**config.mk**
```make
export PLATFORM = sky130hd
export DESIGN_NAME = spi_mem_slave_front
export DESIGN_NICKNAME = d
export VERILOG_FILES = /design/src/rtl/spimf_pkg.sv /design/src/rtl/spimf_sync.sv /design/src/rtl/spimf_frame.sv /design/src/rtl/spimf_shifter.sv /design/src/rtl/spi_mem_slave_front.sv
export SDC_FILE = /design/constraint.sdc
export NUM_CORES = 1
export LEC_CHECK = 0
export BUFFER_PORTS_ARGS = -buffer_cell sky130_fd_sc_hd__buf_2
export CELL_PAD_IN_SITES_DETAIL_PLACEMENT = 1
export CELL_PAD_IN_SITES_GLOBAL_PLACEMENT = 1
export CORE_ASPECT_RATIO = 0.75
export CORE_MARGIN = 2
export CORE_UTILIZATION = 40
export CTS_CLUSTER_DIAMETER = 150
export DETAILED_ROUTE_END_ITERATION = 16
export PLACE_DENSITY = 0.76
export SETUP_SLACK_MARGIN = 0.2
export SYNTH_ARGS = -nofsm -noshare
export SYNTH_HDL_FRONTEND = slang
export SYNTH_SLANG_ARGS = --single-unit
```
**constraint.sdc**
```tcl
create_clock -name clk -period 2 [get_ports clk]
set_clock_uncertainty 0.2 [all_clocks]
set_input_delay 0.6 -clock clk [delete_from_list [all_inputs] [get_ports clk]]
set_output_delay 0.6 -clock clk [all_outputs]
set_load 0.03 [all_outputs]
```
**src/rtl/spimf_pkg.sv**
```systemverilog
package spimf_pkg;
  localparam int BYTE_BITS = 8;
  localparam int POS_W     = $clog2(BYTE_BITS);

  typedef logic [POS_W-1:0]     bitpos_t;
  typedef logic [BYTE_BITS-1:0] byte_t;

  // Next bit position, wrapping at the byte length.
  function automatic bitpos_t pos_next(input bitpos_t p);
    return (p == bitpos_t'(BYTE_BITS - 1)) ? '0 : p + 1'b1;
  endfunction

  // True when the sample at this position completes a byte.
  function automatic logic pos_last(input bitpos_t p);
    return p == bitpos_t'(BYTE_BITS - 1);
  endfunction

  // Whole-byte frame rule used at frame close.
  function automatic logic frame_is_whole(input bitpos_t p, input logic any_byte,
                                          input logic held);
    return any_byte && (p == '0) && !held;
  endfunction
endpackage

```
**src/rtl/spimf_sync.sv**
```systemverilog
module spimf_sync #(
  parameter int              WIDTH   = 4,
  parameter int              STAGES  = 2,
  parameter logic [WIDTH-1:0] RST_VAL = '0
) (
  input  logic             clk,
  input  logic             rst_n,
  input  logic [WIDTH-1:0] d,
  output logic [WIDTH-1:0] q
);
  logic [STAGES-1:0][WIDTH-1:0] stage;

  always_ff @(posedge clk or negedge rst_n) begin
    if (!rst_n) stage <= {STAGES{RST_VAL}};
    else        stage <= {stage[STAGES-2:0], d};
  end

  assign q = stage[STAGES-1];
endmodule

```
**src/rtl/spimf_frame.sv**
```systemverilog
module spimf_frame (
  input  logic clk,
  input  logic rst_n,
  input  logic sck_s,
  input  logic cs_s,
  input  logic hold_s,
  output logic sck_rise,
  output logic sck_fall,
  output logic frame_start,
  output logic frame_stop,
  output logic in_frame,
  output logic hold_q
);
  logic sck_q, cs_q, live;
  logic cs_fall, cs_rise;

  // cs_q resets low, so a select already low at reset yields no falling edge.
  always_ff @(posedge clk or negedge rst_n) begin
    if (!rst_n) begin
      sck_q <= 1'b0;
      cs_q  <= 1'b0;
    end else begin
      sck_q <= sck_s;
      cs_q  <= cs_s;
    end
  end

  assign cs_fall = cs_q & ~cs_s;
  assign cs_rise = ~cs_q & cs_s;

  always_ff @(posedge clk or negedge rst_n) begin
    if (!rst_n)       in_frame <= 1'b0;
    else if (cs_fall) in_frame <= 1'b1;
    else if (cs_rise) in_frame <= 1'b0;
  end

  always_ff @(posedge clk or negedge rst_n) begin
    if (!rst_n)                            hold_q <= 1'b0;
    else if (!in_frame || cs_rise)         hold_q <= 1'b0;
    else if (!hold_q && !hold_s && !sck_s) hold_q <= 1'b1;
    else if (hold_q && hold_s && !sck_s)   hold_q <= 1'b0;
  end

  assign live        = in_frame & ~hold_q & ~cs_s;
  assign sck_rise    = live & sck_s & ~sck_q;
  assign sck_fall    = live & ~sck_s & sck_q;
  assign frame_start = cs_fall;
  assign frame_stop  = cs_rise & in_frame;

  a_r5_hold_entry_clock_low: assert property (@(posedge clk) disable iff (!rst_n)
    $rose(hold_q) |-> !$past(sck_s));
  a_r4_frame_needs_select_low: assert property (@(posedge clk) disable iff (!rst_n)
    $rose(in_frame) |-> !cs_q);
endmodule

```
**src/rtl/spimf_shifter.sv**
```systemverilog
module spimf_shifter
  import spimf_pkg::*;
(
  input  logic    clk,
  input  logic    rst_n,
  input  logic    frame_start,
  input  logic    frame_stop,
  input  logic    sck_rise,
  input  logic    sck_fall,
  input  logic    mosi_s,
  input  logic    tx_en,
  input  byte_t   tx_data,
  output logic    rx_valid,
  output byte_t   rx_byte,
  output bitpos_t bit_pos,
  output logic    got_byte,
  output logic    tx_live,
  output logic    miso
);
  byte_t rx_sh, tx_sh;
  byte_t rx_next;

  assign rx_next = {rx_sh[BYTE_BITS-2:0], mosi_s};

  always_ff @(posedge clk or negedge rst_n) begin
    if (!rst_n) begin
      rx_sh    <= '0;
      rx_byte  <= '0;
      rx_valid <= 1'b0;
      bit_pos  <= '0;
      got_byte <= 1'b0;
    end else begin
      rx_valid <= 1'b0;
      if (frame_start || frame_stop) begin
        bit_pos  <= '0;
        got_byte <= 1'b0;
        rx_sh    <= '0;
      end else if (sck_rise) begin
        rx_sh   <= rx_next;
        bit_pos <= pos_next(bit_pos);
        if (pos_last(bit_pos)) begin
          rx_valid <= 1'b1;
          rx_byte  <= rx_next;
          got_byte <= 1'b1;
        end
      end
    end
  end

  always_ff @(posedge clk or negedge rst_n) begin
    if (!rst_n) begin
      tx_sh   <= '0;
      tx_live <= 1'b0;
    end else if (frame_start || frame_stop) begin
      tx_sh   <= '0;
      tx_live <= 1'b0;
    end else if (sck_fall) begin
      if (bit_pos == '0) begin
        tx_sh   <= tx_en ? tx_data : '0;
        tx_live <= tx_en;
      end else begin
        tx_sh <= {tx_sh[BYTE_BITS-2:0], 1'b0};
      end
    end
  end

  assign miso = tx_sh[BYTE_BITS-1];

  a_r1_byte_marks_boundary: assert property (@(posedge clk) disable iff (!rst_n)
    rx_valid |-> (bit_pos == '0) && got_byte);
endmodule

```
**src/rtl/spi_mem_slave_front.sv**
```systemverilog
module spi_mem_slave_front
  import spimf_pkg::*;
#(
  parameter int SYNC_STAGES = 2
) (
  input  logic       clk,
  input  logic       rst_n,
  input  logic       spi_sck,
  input  logic       spi_cs_n,
  input  logic       spi_mosi,
  input  logic       spi_hold_n,
  output logic       spi_miso,
  output logic       spi_miso_oe,
  input  logic       tx_en,
  input  logic [7:0] tx_data,
  output logic       rx_valid,
  output logic [7:0] rx_byte,
  output logic       frame_end,
  output logic       frame_whole
);
  localparam int NSIG = 4;
  // Reset values: hold_n released, data low, select low, clock low.
  localparam logic [NSIG-1:0] SYNC_RST = 4'b1000;

  logic [NSIG-1:0] raw_in, syn;
  logic sck_s, cs_s, mosi_s, hold_s;
  logic sck_rise, sck_fall, frame_start, frame_stop, in_frame, hold_q;
  logic got_byte, tx_live;
  bitpos_t bit_pos;

  assign raw_in = {spi_hold_n, spi_mosi, spi_cs_n, spi_sck};

  spimf_sync #(.WIDTH(NSIG), .STAGES(SYNC_STAGES), .RST_VAL(SYNC_RST)) u_sync (
    .clk(clk), .rst_n(rst_n), .d(raw_in), .q(syn));

  assign sck_s  = syn[0];
  assign cs_s   = syn[1];
  assign mosi_s = syn[2];
  assign hold_s = syn[3];

  spimf_frame u_frame (
    .clk(clk), .rst_n(rst_n), .sck_s(sck_s), .cs_s(cs_s), .hold_s(hold_s),
    .sck_rise(sck_rise), .sck_fall(sck_fall), .frame_start(frame_start),
    .frame_stop(frame_stop), .in_frame(in_frame), .hold_q(hold_q));

  spimf_shifter u_shift (
    .clk(clk), .rst_n(rst_n), .frame_start(frame_start), .frame_stop(frame_stop),
    .sck_rise(sck_rise), .sck_fall(sck_fall), .mosi_s(mosi_s), .tx_en(tx_en),
    .tx_data(tx_data), .rx_valid(rx_valid), .rx_byte(rx_byte), .bit_pos(bit_pos),
    .got_byte(got_byte), .tx_live(tx_live), .miso(spi_miso));

  always_ff @(posedge clk or negedge rst_n) begin
    if (!rst_n) begin
      frame_end   <= 1'b0;
      frame_whole <= 1'b0;
    end else begin
      frame_end   <= frame_stop;
      frame_whole <= frame_stop && frame_is_whole(bit_pos, got_byte, hold_q);
    end
  end

  assign spi_miso_oe = in_frame & ~hold_q & tx_live;

  a_r1_strobe_pulse: assert property (@(posedge clk) disable iff (!rst_n)
    rx_valid |=> !rx_valid);
  a_r4_strobe_in_frame: assert property (@(posedge clk) disable iff (!rst_n)
    rx_valid |-> in_frame);
  a_r7_end_pulse: assert property (@(posedge clk) disable iff (!rst_n)
    frame_end |=> !frame_end);
  a_r7_whole_on_boundary: assert property (@(posedge clk) disable iff (!rst_n)
    (frame_end && frame_whole) |-> ($past(bit_pos) == '0));
  a_r8_abort_not_whole: assert property (@(posedge clk) disable iff (!rst_n)
    (frame_end && $past(hold_q)) |-> !frame_whole);
  a_r5_hold_freezes_pos: assert property (@(posedge clk) disable iff (!rst_n)
    (hold_q && $past(hold_q)) |-> $stable(bit_pos));
  a_r6_oe_after_load: assert property (@(posedge clk) disable iff (!rst_n)
    $rose(spi_miso_oe) |-> ($past(sck_fall) || $past(hold_q)));
endmodule

```
==> flow_metrics.env <==
export IMPL_fin_crit_sh_pct=94.7
export IMPL_placeableCoreArea_sq_um=4410
export IMPL_fmax_mhz=528
export IMPL_grtUsageTotal_pct=18.9
export IMPL_wl_mm=5.15
export IMPL_ys_seq_area_share_pct=59.1
export IMPL_postRouteAntennaNets=0
export IMPL_antenna_found_initial=0
export IMPL_leakagePower_nw=1.11
export IMPL_dp_cells=238
export IMPL_vias_per_cell=5.64
export IMPL_critPathRequiredTime_ps=1200
export IMPL_top_layer="met4"
export IMPL_grt_pass1_wl_mm=7.30
export IMPL_nets=224
export IMPL_syn_nets=177
export IMPL_rr_startpoint="u_sync.q[1]"
export IMPL_reg2reg_slack_ps=140
export IMPL_rows=21
export IMPL_yosysUniqueCellTypes=30
export IMPL_ctsHoldBuffers=0
export IMPL_worst_r2r_path_depth=4
export IMPL_yosys_warnings=0
export IMPL_synth_top_cell_area_share_pct=56.2
export IMPL_hold_violations=0
export IMPL_cp_arrival_ps=1090
export IMPL_yosys_top_cells_area="dfrtp_1, mux2_2, a21oi_1"
export IMPL_cap_violations=0
export IMPL_drt_iter0_markers=106
export IMPL_drc=0
export IMPL_clock_latency_ps=290
export IMPL_rsz0062_at_grt="yes"
export IMPL_syn_area_per_cell_sq_um=11.6
export IMPL_vdd_drop_max_mv=0.442
export IMPL_grt_max_degree=44
export IMPL_synth_largest_area_cell="dfrtp_1"
export IMPL_diodes=0
export IMPL_powerDensity_nw_per_um2=770
export IMPL_dr_total_vias=1478
export IMPL_endpoint_kind="output port"
export IMPL_route_met3_wl_microns=233
export IMPL_netlist_area_sq_um=1820
export IMPL_cts_tree="built"
export IMPL_cts_sinks=43
export IMPL_met1_length_mm=2.23
export IMPL_worst_slew_pin_slew_ps=436
export IMPL_met2_length_mm=2.57
export IMPL_ys_seq_elements=43
export IMPL_drive_gt1_share_pct=43.9
export IMPL_htreeDepth=2
export IMPL_hpwl_mm=2.91
export IMPL_start_kind="flop"
export IMPL_p_total_mw=1.87
export IMPL_finalSetupViolCount=0
export IMPL_wl_per_cell_microns=19.6
export IMPL_clk_pin_slew_ps=80
export IMPL_grt_pass1_vias=1495
export IMPL_die_width_microns=82.0
export IMPL_crit_path_end="spi_miso_oe"
export IMPL_io_buffers=27
export IMPL_crit_path_start="u_frame.hold_q"
export IMPL_clock_root_buffer="clkbuf_8"
export IMPL_final_cells=262
export IMPL_cts_buffers=5
export IMPL_chipHeight_microns=62.5
export IMPL_die_area_sq_um=5120
export IMPL_clockBufferDepth=2
export IMPL_start_util_pct=41.3
export IMPL_drt_first_pass_iters=4
export IMPL_path_max_fanout=4
export IMPL_rr_endpoint="u_shift.bit_pos[1]"
export IMPL_grt_overflow=0
export IMPL_holdCritPathClass="input port to asynchronous set/reset pin"
export IMPL_drv_slew=0
export IMPL_hold_slack_ps=68.3
export IMPL_slew_headroom_pct=71.0
export IMPL_pin_count=28
export IMPL_criticalPathCategory="flop to output port"
export IMPL_layout_min_cycle_time_ps=1890
export IMPL_syn_inst=157
export IMPL_place_gp_congestion=0.776
export IMPL_area_growth_synth_to_final_pct=33.3
export IMPL_outcome="completed"
-- synthesized netlist by cell type --
cell type,count
dfrtp_1,41
and2_1,1
dfstp_2,2
buf_2,1
mux2_2,9
nor2b_1,2
nand2b_1,3
nor2_1,4
clkbuf_1,5
or3b_4,1
o21ai_0,11
nand4b_1,8
and3b_2,1
nand3b_1,1
inv_1,5
nor3b_4,1
a21oi_1,20
nand2_1,10
nand4_2,1
or2_2,1
nor3b_1,1
nor3_1,1
clkbuf_2,1
mux2i_1,1
a31oi_1,1
buf_1,2
nand3_1,8
ha_1,5
or4_1,2
a311oi_1,7
-- stage by stage --
stage	setup TNS, ps	util (%)	worst slack (ps)	instance area [sq um]
after floorplan	0	-	207	1850
after global placement	0	46.5	74.5	2050
after detailed placement	-217	46.5	-41.9	2050
after CTS	0	51.5	95.7	2270
after global routing	0	55.1	65.6	2430
final	0	55.1	105	2430
-- state kept, by name, summed over array words and instances (netlist names) --
name	count
u_frame.sck_q	1
u_shift.tx_sh	8
u_shift.rx_valid	1
frame_end	1
u_shift.rx_sh	7
u_shift.got_byte	1
u_shift.tx_live	1
u_shift.bit_pos	3
u_shift.rx_byte	8
u_frame.in_frame	1
frame_whole	1
u_frame.hold_q	1
u_frame.cs_q	1
u_sync.stage	4
u_sync.q	4
-- where the power goes --
group / switching, mW / internal (mW)
registers: 0.0215 / 0.900
logic: 0.133 / 0.104
clock network: 0.302 / 0.411
total: 0.456 / 1.42
-- critical path, cell delays in order, from the launching register on --
cell,delay (ps)
dfrtp_2,430
and3b_2,240
buf_6,120
-- cell families after synthesis --
| family | share of synthesized area (%) |
|---|---|
| adders and majority gates | 3.43 |
| buffers and inverters | 3.02 |
| DFF | 59.1 |
| and+or+nand+nor | 16.1 |
| AOI/OAI and AO/OA | 12.2 |
| muxes | 6.10 |
-- final cells by class --
class / instances / area (sq um)
fill: 479 / 1980
tap: 57 / 71.3
inverter: 5 / 18.8
clock inverter: 2 / 38.8
timing repair buffer: 48 / 335
sequential: 43 / 1080
clock buffer: 6 / 82.6
multi-input combinational: 101 / 802
-- per-layer routing --
layer	vias to the layer above	GRT usage, %
met4	0	5.00
met3	13	4.48
met5	-	0
met2	45	31.5
li1	661	-
met1	759	24.7
-- how the worst min path moves through the flow --
stage	end	from	depth (start not counted)	slack (ps)
floorplan	frame_end	rst_n	0	100
global placement	u_sync.q[0]	u_sync.stage[0]	0	130
detailed placement	u_sync.q[0]	u_sync.stage[0]	0	140
CTS	u_shift.rx_byte[5]	rst_n	2	70
global route	u_shift.tx_sh[7]	rst_n	2	80
finish	u_shift.tx_sh[7]	rst_n	2	70
-- cell usage in the layout (no fill, tap or decap), drive strengths merged, types with 2 or more instances in the layout --
cell type	instances
a21oi	20
nor2b	2
dfrtp	41
nor3b	2
nor2	4
nand4	2
mux2	9
inv	6
nand3	8
clkbuf	6
a311oi	7
o21ai	11
nand2	10
nand4b	8
or4	2
dfstp	2
nand2b	3
ha	5
buf	48
-- repair_timing --
| item | in CTS | in global routing |
|---|---|---|
| resized for setup | 11 | 16 |
| pin swaps | 1 | 3 |
| gates cloned | 0 | 1 |
| buffers inserted | 8 | 7 |
| setup endpoints to repair | 26 | 16 |
Power figures use the tool's default switching activity.
